[src/rtl/can_mode_pkg.sv]
package can_mode_pkg;
  typedef enum logic [1:0] {
    MODE_NORMAL = 2'd0,
    MODE_INIT   = 2'd1,
    MODE_SLEEP  = 2'd2
  } mode_e;
endpackage

[src/rtl/can_rst_sync.sv]
module can_rst_sync (
  input  logic clk,
  input  logic rst_n,
  output logic rst_sync_n
);
  logic [1:0] stage_q;

  always_ff @(posedge clk or negedge rst_n) begin
    if (!rst_n) stage_q <= 2'b00;
    else        stage_q <= {stage_q[0], 1'b1};
  end

  assign rst_sync_n = stage_q[1];
endmodule

[src/rtl/can_sync_counter.sv]
// Counts consecutive recessive bit samples while a mode exit is pending.
module can_sync_counter #(
  parameter int SYNC_BITS = 11
) (
  input  logic clk,
  input  logic rst_n,
  input  logic run_en,
  input  logic bit_tick,
  input  logic rx_bit,
  output logic sync_done
);
  localparam int CNT_W = $clog2(SYNC_BITS + 1);
  localparam logic [CNT_W-1:0] LAST = CNT_W'(SYNC_BITS - 1);

  logic [CNT_W-1:0] cnt_q, cnt_d;
  logic             cnt_en;

  always_comb begin
    sync_done = run_en && bit_tick && rx_bit && (cnt_q == LAST);
    cnt_en    = 1'b0;
    cnt_d     = cnt_q;
    if (!run_en) begin
      cnt_en = (cnt_q != '0);
      cnt_d  = '0;
    end else if (bit_tick) begin
      cnt_en = 1'b1;
      if (!rx_bit || sync_done) cnt_d = '0;
      else                      cnt_d = cnt_q + 1'b1;
    end
  end

  always_ff @(posedge clk or negedge rst_n) begin
    if (!rst_n)      cnt_q <= '0;
    else if (cnt_en) cnt_q <= cnt_d;
  end
endmodule

[src/rtl/can_mode_fsm.sv]
module can_mode_fsm
  import can_mode_pkg::*;
(
  input  logic  clk,
  input  logic  rst_n,
  input  logic  init_req,
  input  logic  sleep_req,
  input  logic  sync_done,
  output logic  exit_pending,
  output mode_e mode
);
  mode_e mode_q, mode_d, target;

  always_comb begin
    if (init_req)       target = MODE_INIT;
    else if (sleep_req) target = MODE_SLEEP;
    else                target = MODE_NORMAL;

    exit_pending = (mode_q != MODE_NORMAL) && (target != mode_q) &&
                   (target != MODE_INIT);

    mode_d = mode_q;
    if (mode_q == MODE_NORMAL)  mode_d = target;
    else if (target == mode_q)  mode_d = mode_q;
    else if (target == MODE_INIT) mode_d = MODE_INIT;
    else if (sync_done)         mode_d = target;
  end

  always_ff @(posedge clk or negedge rst_n) begin
    if (!rst_n) mode_q <= MODE_SLEEP;
    else        mode_q <= mode_d;
  end

  assign mode = mode_q;
endmodule

[src/rtl/can_err_latch.sv]
module can_err_latch #(
  parameter int NSRC = 3
) (
  input  logic            clk,
  input  logic            rst_n,
  input  logic [NSRC-1:0] err_src,
  input  logic [NSRC-1:0] err_src_en,
  input  logic            err_clr,
  output logic            err_flag
);
  logic [NSRC-1:0] src_q;
  logic [NSRC-1:0] hit;
  logic            flag_q, flag_d, any_hit;

  for (genvar i = 0; i < NSRC; i++) begin : g_src
    assign hit[i] = err_src[i] && !src_q[i] && err_src_en[i];
  end

  always_comb begin
    any_hit = |hit;
    if (any_hit)      flag_d = 1'b1;
    else if (err_clr) flag_d = 1'b0;
    else              flag_d = flag_q;
  end

  always_ff @(posedge clk or negedge rst_n) begin
    if (!rst_n) begin
      src_q  <= '0;
      flag_q <= 1'b0;
    end else begin
      src_q  <= err_src;
      flag_q <= flag_d;
    end
  end

  assign err_flag = flag_q;
endmodule

[src/rtl/can_mode_ack.sv]
module can_mode_ack
  import can_mode_pkg::*;
#(
  parameter int SYNC_BITS = 11,
  parameter int NSRC      = 3
) (
  input  logic            clk,
  input  logic            rst_n,
  input  logic            init_req,
  input  logic            sleep_req,
  input  logic            rx_bit,
  input  logic            bit_tick,
  input  logic [NSRC-1:0] err_src,
  input  logic [NSRC-1:0] err_src_en,
  input  logic            err_irq_en,
  input  logic            err_clr,
  output logic            init_ack,
  output logic            sleep_ack,
  output logic            err_flag,
  output logic            sc_irq
);
  logic  rst_core_n;
  logic  exit_pending, sync_done;
  mode_e mode;

  can_rst_sync u_rst (
    .clk        (clk),
    .rst_n      (rst_n),
    .rst_sync_n (rst_core_n)
  );

  can_sync_counter #(.SYNC_BITS(SYNC_BITS)) u_cnt (
    .clk       (clk),
    .rst_n     (rst_core_n),
    .run_en    (exit_pending),
    .bit_tick  (bit_tick),
    .rx_bit    (rx_bit),
    .sync_done (sync_done)
  );

  can_mode_fsm u_fsm (
    .clk          (clk),
    .rst_n        (rst_core_n),
    .init_req     (init_req),
    .sleep_req    (sleep_req),
    .sync_done    (sync_done),
    .exit_pending (exit_pending),
    .mode         (mode)
  );

  can_err_latch #(.NSRC(NSRC)) u_err (
    .clk        (clk),
    .rst_n      (rst_core_n),
    .err_src    (err_src),
    .err_src_en (err_src_en),
    .err_clr    (err_clr),
    .err_flag   (err_flag)
  );

  assign init_ack  = (mode == MODE_INIT);
  assign sleep_ack = (mode == MODE_SLEEP);
  assign sc_irq    = err_flag & err_irq_en;
endmodule

[config.mk]
export PLATFORM = sky130hd
export DESIGN_NAME = can_mode_ack
export DESIGN_NICKNAME = d
export VERILOG_FILES = /design/src/rtl/can_mode_pkg.sv /design/src/rtl/can_rst_sync.sv /design/src/rtl/can_sync_counter.sv /design/src/rtl/can_mode_fsm.sv /design/src/rtl/can_err_latch.sv /design/src/rtl/can_mode_ack.sv
export SDC_FILE = /design/constraint.sdc
export NUM_CORES = 1
export LEC_CHECK = 0
export BUFFER_PORTS_ARGS = -buffer_cell sky130_fd_sc_hd__buf_2
export CELL_PAD_IN_SITES_DETAIL_PLACEMENT = 1
export CELL_PAD_IN_SITES_GLOBAL_PLACEMENT = 1
export CORE_AREA = 8 8 47 52
export CTS_BUF_LIST = sky130_fd_sc_hd__clkbuf_4 sky130_fd_sc_hd__clkbuf_8 sky130_fd_sc_hd__clkbuf_16
export DETAILED_ROUTE_END_ITERATION = 8
export DIE_AREA = 0 0 55 60
export PLACE_DENSITY_LB_ADDON = 0.1
export SLEW_MARGIN = 40
export SYNTH_ARGS = -nofsm -noshare
export SYNTH_HDL_FRONTEND = slang
export SYNTH_SLANG_ARGS = --single-unit
export TNS_END_PERCENT = 50
[constraint.sdc]
create_clock -name clk -period 1.7 [get_ports clk]
set_clock_uncertainty 0.05 [all_clocks]
set_input_delay 0.17 -clock clk [delete_from_list [all_inputs] [get_ports clk]]
set_output_delay 0.17 -clock clk [all_outputs]
set_load 0.01 [all_outputs]
==> flow_summary.ini, run 1 <==
[status]
outcome = completed

[hold_path]
hp-class = in -> reg
whs_path_depth = 3
min-delay-start = sleep_req

[floorplan]
die_y_um = 60
pin_count = 18
dieArea_um2 = 3300
rows = 16
core_um2 = 1680
initial_core_util_pct = 34.2
dieWidth_um = 55

[synthesis]
synth-edff-count = 0
syn_area_um2 = 574
synth_area_per_cell_um2 = 11.0
syn_inst = 52
synthArstFlopShare_pct = 100
synth.distinct_cells = 27
yosysSeqAreaShare_pct = 52.5
ys_ff_latch = 12
synth-main-ff-cell = dfrtp_1
ys.warnings.count = 0
synth_fp_nets = 69

[placed_design]
port-buffer-count = 17
placed_area_um2 = 682
gp_congestion = 0.726
dp.final_hpwl_mm = 1.03
pre_cts_slack_ns = 0.292

[layout]
antennaDiodeCount = 0
drive_gt1_share_pct = 32.1
nets = 96
area_growth_pct = 33.8
final_cell_area_um2 = 768
fillers = 202
final_util_pct = 45.7

[grt]
grt_pass1_wl_mm = 2.00
antenna_found_initial = 0
overflow = 0
grt_pass1_vias = 498
grt_max_degree = 11
grt_use_total_pct = 7.95

[power]
p_per_area_nw_per_um2 = 807
power.share.switching_pct = 22.7
power.share.sequential_pct = 51.4
finalPower_uw = 620
pwr-share-clk_pct = 35.0
p_leak_uw = 0.000355
intPower_uw = 479
p_sw_uw = 141
pwr-share-comb_pct = 13.6
ir_drop_uv = 557

[route]
via_per_inst = 4.85
routed_wl_mm = 1.20
drc = 0
wl_per_cell_um = 12.5
first_pass_iters = 1
ant_nets = 0
num_vias = 466
drtIter0Drc = 0

[setup_path]
crit_path_start_kind = flip-flop
critPathKind = reg -> reg
arrival_ns = 1.58
endpoint_kind = flip-flop
path_cells = inv_1 > ha_1 > nand3b_1 > nor3b_1 > mux2_2
rr_startpoint = u_cnt.cnt_q[0]
reg2regPathDepth = 5
path_max_fanout = 5
slowest_delay_ns = 0.40
worstPathRequired_ns = 1.86
startpoint = u_cnt.cnt_q[0]
critPathSlowestCell = dfrtp_1

[clocking]
insertion_delay_ns = 0.26
htreeDepth = 1
cts-root-buf = clkbuf_4
cts_max_path_buffers = 2
cts_buffers = 3
cts.repair.resized = 0
path_clk_slew_ns = 0.07
cts_tree = yes
clock_sink_count = 12

[run]
maxCapViolCount = 0

[sta]
setup_slack_ns = 0.279
finalSetupTns_ns = 0
fmax_mhz = 704
fin_crit_sh_pct = 83.6
period_minus_slack_ns = 1.42
hold_viol = 0
grt_setup_unrepaired = no
finalMaxSlewViolations = 0
finalSetupViolCount = 0
==> critical path: cells and delay by family, from the launching register on <==
| family | cells | cell delay (ns) |
|---|---|---|
| AND/OR/NAND/NOR | 2 | 0.44 |
| adder cells (fa/ha/maj) | 1 | 0.19 |
| multiplexers | 1 | 0.20 |
| buffers and inverters | 1 | 0.08 |
| flip-flops | 1 | 0.40 |
==> sequential cells by signal (all words and copies together), names as in the netlist <==
register / count
u_err.src_q: 3
u_fsm.mode: 2
u_cnt.cnt_q: 4
u_err.err_flag: 1
u_rst.stage_q: 2
==> power by group through the flow <==
stage / sequential (uW) / clock (uW) / combinational, uW
finish: 319 / 217 / 84.1
detailed placement: 325 / 0 / 76.9
CTS: 320 / 227 / 86.1
floorplan: 322 / 0 / 42.3
global placement: 324 / 0 / 75.8
global route: 322 / 242 / 92.3
==> cell type report <==
| type | count | area (um^2) | share of cell area [%] |
|---|---|---|---|
| inverter | 4 | 15.0 | 1.95 |
| timing repair buffer | 22 | 135 | 17.6 |
| tap | 18 | 22.5 | 2.93 |
| clock buffer | 4 | 36.3 | 4.72 |
| sequential | 12 | 302 | 39.3 |
| multi-input combinational | 36 | 258 | 33.6 |
==> worst paths after layout <==
check                                      end  slack, ns
max in group asynchronous        u_fsm.mode[1]       1.18
worst min-delay path             u_fsm.mode[1]       0.09
worst max register to register  u_cnt.cnt_q[0]       0.28
worst min register to register  u_cnt.cnt_q[1]       0.11
min in group asynchronous       u_cnt.cnt_q[1]       0.11
worst max-delay path            u_cnt.cnt_q[0]       0.28
==> stage by stage <==
| stage | hold WS, ns | cells |
|---|---|---|
| 6_report | 0.0907 | 96 |
| 5_1_grt | 0.0777 | 96 |
| 4_1_cts | 0.0838 | 96 |
| 3_5_place_dp | -0.0907 | 87 |
| 3_3_place_gp | -0.0931 | 87 |
| 2_1_floorplan | -0.176 | 52 |
==> cells in the final DEF (no fill, tap or decap) <==
| master | count |
|---|---|
| dlygate4sd3_1 | 5 |
| a22o_1 | 1 |
| nor2b_4 | 1 |
| nor3b_1 | 1 |
| inv_1 | 4 |
| nand4bb_1 | 1 |
| and2_1 | 1 |
| dfrtp_1 | 11 |
| nand2_1 | 6 |
| nand3_1 | 1 |
| o21bai_4 | 1 |
| clkbuf_8 | 1 |
| nor3_1 | 1 |
| mux2i_1 | 1 |
| o22a_1 | 1 |
| o221ai_1 | 1 |
| o21ai_1 | 1 |
| nor2_1 | 1 |
| nor2b_1 | 2 |
| nand2b_1 | 1 |
| conb_1 | 1 |
| nand4_1 | 1 |
| o21ai_0 | 2 |
| clkbuf_4 | 3 |
| mux2_2 | 1 |
| dfstp_2 | 1 |
| and2b_1 | 1 |
| nand3b_1 | 1 |
| a21oi_1 | 4 |
| buf_2 | 17 |
| ha_1 | 3 |
==> cells in the mapped netlist, types with 2 or more instances <==
library cell  number  area (um^2)
ha_1               3         37.5
nor2b_1            2         12.5
nand2_1            6         22.5
a21oi_1            4         20.0
inv_1              4         15.0
o21ai_0            2         10.0
dfrtp_1           11          275
==> layer usage <==
| metal | routed length (um) | share of wire (%) | GRT usage [%] | vias up |
|---|---|---|---|---|
| met3 | 88 | 7.4 | 2.49 | 2 |
| met2 | 621 | 52 | 13.3 | 11 |
| met1 | 482 | 40 | 8.54 | 225 |
| li1 | - | - | - | 228 |
| met5 | 0 | 0 | 0 | - |
| met4 | 4 | 0.33 | 4.12 | 0 |
==> repair_timing <==
| item | 4_1_cts | 5_1_grt |
|---|---|---|
| buffers inserted | 0 | 0 |
| hold buffers | 5 | 0 |
| hold endpoints to repair | 6 | 0 |
==> cells by family after synthesis <==
logic type,Yosys count,synth area share (%)
buffers and inverters,4,2.61
other,1,0.653
adder cells (fa/ha/maj),3,6.54
AO/OA/AOI/OAI,11,13.9
multiplexers,2,3.70
AND/OR/NAND/NOR,19,20.0
flip-flops,12,52.5
Power figures use the tool's default switching activity.
==> run 2: changes to the inputs <==
Settings changed: ABC_AREA set to 1, CORE_AREA 8 8 47 52 to 8 8 53 59, DIE_AREA 0 0 55 60 to 0 0 61 67.
Clock period 1.7 ns to 1.15 ns, I/O delays scaled along.
==> run 2 against run 1 <==
Compared with the run above:
- the run now ends with negative setup slack left
- worst hold slack worse by 0.051 ns
- die area is 24% higher
- global-route usage is 0.66 points higher
- count of clock-buffer cells in the layout stayed put
- non-clock buffer count is 12 higher
- via count is 30% higher
- critical endpoint is now u_fsm.mode[0]
==> flow_summary.ini, run 2 <==
[synthesis]
yosysSeqAreaShare_pct = 44.5
syn_inst = 77
synth_top_area_cell = dfrtp_1
synth.distinct_cells = 19
ys.warnings.count = 0
synth_top_cell_area_share_pct = 40.6
ys_ff_latch = 12
synth.top_cells.by_count = inv_1 (12), nand2_1 (12), dfrtp_1 (11)
synth_area_per_cell_um2 = 8.81
ys_top_cells_by_area = dfrtp_1 (41%), inv_1 (6.6%), nand2_1 (6.6%)
synth-edff-count = 0
synth-main-ff-cell = dfrtp_1
syn_area_um2 = 678
synthArstFlopShare_pct = 100
synth_fp_nets = 94

[route]
drtIter0Drc = 8
num_vias = 606
routed_wl_mm = 1.62
wl_per_cell_um = 11.2
first_pass_iters = 3
ant_nets = 0
drc = 0
via_per_inst = 4.18

[floorplan]
initial_core_util_pct = 31.0
rows = 18
core_um2 = 2180
die_y_um = 67
pin_count = 18
dieArea_um2 = 4090
dieWidth_um = 61

[layout]
drive_gt1_share_pct = 52.2
largest-register = u_cnt.cnt_q
antennaDiodeCount = 0
largest_reg_flops = 4
layout_common_cells = buf_2 (17), dfrtp_1 (11), buf_4 (10)
nets = 133
mostFrequentLayoutCell = buf_2
fillers = 270
final_util_pct = 47.8
area_growth_pct = 53.9
top_regs = u_cnt.cnt_q x4, u_err.src_q x3

[setup_path]
crit_path_start_kind = flip-flop
endpoint_kind = flip-flop
path_max_fanout = 2
reg2reg_slack_ns = -0.13
arrival_ns = 1.39
startpoint = u_cnt.cnt_q[0]
critPathKind = reg -> reg
rr_startpoint = u_cnt.cnt_q[0]
worstPathRequired_ns = 1.26

[placed_design]
gp_congestion = 0.733
pre_cts_slack_ns = -0.155
dp.final_hpwl_mm = 1.27
port-buffer-count = 17

[clocking]
cts-root-buf = clkbuf_4
insertion_delay_ns = 0.26
cts_tree = yes
cts_buffers = 3
cts_max_path_buffers = 2
clock_sink_count = 12
path_clk_slew_ns = 0.07
htreeDepth = 1

[grt]
grt_max_degree = 11
grt_pass1_wl_mm = 2.66
overflow = 0
grt_use_total_pct = 8.61
grt_pass1_vias = 612
antenna_found_initial = 0

[sta]
fmax_mhz = 779
period_minus_slack_ns = 1.28
grt_setup_unrepaired = yes
finalSetupViolCount = 8
finalMaxSlewViolations = 0
finalSetupTns_ns = -0.895
setup_slack_ns = -0.134
hold_viol = 0
fin_crit_sh_pct = 112

[hold_path]
min-delay-start = err_src_en[1]
hp-class = in -> reg

[status]
outcome = complete, but fails checks
violations = negative setup slack

[power]
ir_drop_uv = 899
p_leak_uw = 0.000558
p_per_area_nw_per_um2 = 1330

[run]
maxCapViolCount = 0
run 2: cell types whose count changed in the layout (fill, tap and decap cells not counted), moves of 5 or more:
cell,change
buf_4,+10
inv_1,+5
nand2_4,+5
inv_2,+6
nand3_1,+6
run 2: worst paths after layout:
check,endpoint,cells after the start
max,u_fsm.mode[0],9
max in group asynchronous,u_fsm.mode[1],0
min reg2reg,u_cnt.cnt_q[2],0
min in group asynchronous,u_cnt.cnt_q[2],0
max reg2reg,u_fsm.mode[0],9
min,u_err.err_flag,3
run 2: what timing repair did:
item	in CTS	in global routing
setup endpoints to repair	8	9
pin swaps	3	9
buffers inserted	2	1
resized for setup	5	13
hold endpoints to repair	6	0
hold buffers	5	0
run 2: cell type report:
class                           instances  area [um^2]  share of cell area [%]
Timing Repair Buffer                   34          233                    22.3
Tap cell                               30         37.5                    3.60
Clock buffer                            4         36.3                    3.48
Sequential cell                        12          302                    28.9
Multi-Input combinational cell         50          379                    36.3
Inverter                               15         56.3                    5.40
run 2: kinds of logic after synthesis:
family / synth area share, %
AO/OA/AOI/OAI: 9.59
XOR/XNOR: 3.88
adder cells (fa/ha/maj): 5.54
buffers and inverters: 8.30
flip-flops: 44.5
other: 0.553
AND/OR/NAND/NOR: 27.7
run 2: power by group:
| part | switching (uW) | internal (uW) |
|---|---|---|
| sequential | 49.4 | 476 |
| clock | 124 | 192 |
| combinational | 268 | 274 |
| total | 442 | 942 |
run 2: per-stage QoR:
stage | std cells | hold slack (ns) | instance area (um^2) | total power (uW)
5_1_grt | 145 | 0.0399 | 1040 | 1490
4_1_cts | 145 | 0.0365 | 986 | 1330
6_report | 145 | 0.0402 | 1040 | 1380
3_3_place_gp | 134 | -0.150 | 876 | 957
3_5_place_dp | 134 | -0.147 | 876 | 963
2_1_floorplan | 77 | -0.231 | 678 | 774
run 2: metal layers:
layer  up-vias  share of wire (%)  track usage [%]
met5         -                  0                0
met4         0                  0            0.875
met3         0                3.3             3.66
met2         8                 58             15.2
met1       281                 39             9.54
li1        317                  -                -
run 2: worst max-delay path, cell delays in order (launching register included):
cell,delay (ns)
dfrtp_1,0.39
inv_2,0.08
ha_4,0.14
nand2_4,0.05
nor2_4,0.10
nand4_1,0.11
nand2_1,0.10
nand2_2,0.07
nand2_2,0.06
nand2_1,0.04
==> run 3: changes to the inputs <==
Settings changed: CORE_AREA 8 8 53 59 to 8 8 59 66, DIE_AREA 0 0 61 67 to 0 0 67 74.
==> run 3 against run 2 <==
Compared with the run above:
- the flow still finishes with violations (negative setup slack)
- combinational power shrank 13%
- die area rose by 21%
- via count shrank 0.99%
- sequential share of layout area rose by 1.6 points
- routed wire length rose by 0.31%
- final area shrank 5.2%
- non-clock buffer count fell by 2
- total power down 7.4%
- highest routed layer is now met4
==> flow_summary.ini, run 3 (synthesized netlist as in run 2, its figures left out) <==
[status]
outcome = complete, but fails checks
violations = negative setup slack

[placed_design]
gp_congestion = 0.688
port-buffer-count = 17
placed_area_um2 = 866
pre_cts_slack_ns = -0.158
dp.final_hpwl_mm = 1.34

[layout]
antennaDiodeCount = 0
seq_area_um2 = 302
nets = 131
largest_reg_flops = 4
fillers = 358
layout_common_cells = buf_2 (17), nand2_1 (11), dfrtp_1 (11)
final_cell_area_um2 = 990
drive_gt1_share_pct = 47.8
multi_input_area_um2 = 349
largest-register = u_cnt.cnt_q
area_growth_pct = 45.9
top_regs = u_cnt.cnt_q x4, u_err.src_q x3
mostFrequentLayoutCell = buf_2

[setup_path]
path_max_fanout = 2
endpoint = u_fsm.mode[0]
reg2regPathDepth = 9
reg2reg_slack_ns = -0.13
startpoint = u_cnt.cnt_q[0]
rr_startpoint = u_cnt.cnt_q[0]
worstPathRequired_ns = 1.25
endpoint_kind = flip-flop
critPathKind = reg -> reg
arrival_ns = 1.38
crit_path_start_kind = flip-flop
r2r_end = u_fsm.mode[0]

[clocking]
cts_buffers = 3
clock_sink_count = 12
cts_tree = yes
path_clk_slew_ns = 0.08
cts_max_path_buffers = 2
insertion_delay_ns = 0.27
htreeDepth = 1
cts-root-buf = clkbuf_4

[floorplan]
dieArea_um2 = 4960
pin_count = 18
dieWidth_um = 67
die_y_um = 74
rows = 21
initial_core_util_pct = 23.5
core_um2 = 2890

[sta]
fin_crit_sh_pct = 111
period_minus_slack_ns = 1.28
finalMaxSlewViolations = 0
grt_setup_unrepaired = yes
fmax_mhz = 781
hold_viol = 0
finalSetupViolCount = 8
setup_slack_ns = -0.131
whs_ns = 0.0329

[route]
ant_nets = 0
first_pass_iters = 4
num_vias = 600
wl_per_cell_um = 11.1
routed_wl_mm = 1.63
drc = 0
drtIter0Drc = 10
via_per_inst = 4.08

[power]
ir_drop_uv = 743
p_leak_uw = 0.000528
p_per_area_nw_per_um2 = 1290

[hold_path]
whs_path_depth = 3
hp-class = in -> reg

[grt]
grt_max_degree = 11
grt_pass1_wl_mm = 2.80
grt_pass1_vias = 651
grt_use_total_pct = 7.51
overflow = 0
antenna_found_initial = 0

[run]
maxCapViolCount = 0
-- run 3: metrics by stage --
stage / utilization, % / instances / TNS [ns] / total power, uW
final: 34.2 / 147 / -0.805 / 1280
after global routing: 34.2 / 147 / -1.51 / 1380
after CTS: 33.8 / 146 / -0.971 / 1290
after detailed placement: 30.0 / 136 / -0.693 / 953
after global placement: 30.0 / 136 / -0.612 / 951
after floorplan: - / 77 / -0.164 / 774
-- run 3: layer usage --
metal	share of wire, %	vias to the layer above	track usage, %
li1	-	312	-
met3	4.1	2	2.26
met2	49	10	12.1
met1	45	276	8.60
met5	0	-	0
met4	1.2	0	4.19
-- run 3: worst min path at each step --
stage	slack (ns)	endpoint	start
2_1_floorplan	-0.23	u_rst.stage_q[0]	rst_n
3_3_place_gp	-0.15	u_rst.stage_q[0]	rst_n
3_5_place_dp	-0.15	u_rst.stage_q[1]	rst_n
4_1_cts	0.04	u_err.err_flag	err_src_en[1]
5_1_grt	0.04	u_err.err_flag	err_src_en[1]
6_report	0.03	u_err.err_flag	err_src_en[1]
-- run 3: critical path, cell delays in order (launching register included) --
cell and delay [ns]:
dfrtp_1 0.39, inv_2 0.08, ha_4 0.12, nand2_2 0.04, nor2_2 0.10, nand4_1 0.13
nand2_1 0.09, nand2_1 0.06, nand2_1 0.06, nand2_1 0.04
-- run 3: final cells by class --
class,count,share of cell area (%)
sequential,12,30.5
clock buffer,4,3.03
timing repair buffer,32,21.2
multi-input combinational,50,35.3
inverter,15,5.69
tap,34,4.30
-- run 3: timing repair --
item,4_1_cts,5_1_grt
buffers inserted,1,1
gates resized for setup,7,1
gates cloned,0,0
setup endpoints to repair,8,9
hold endpoints to repair,6,0
pin swaps,3,1
hold buffers,5,0
-- run 3: power breakdown --
group	internal (uW)	switching (uW)	leakage, uW
sequential	476	49.8	0.000145
combinational	230	244	0.000364
clock	157	124	0.0000184
total	863	418	0.000528
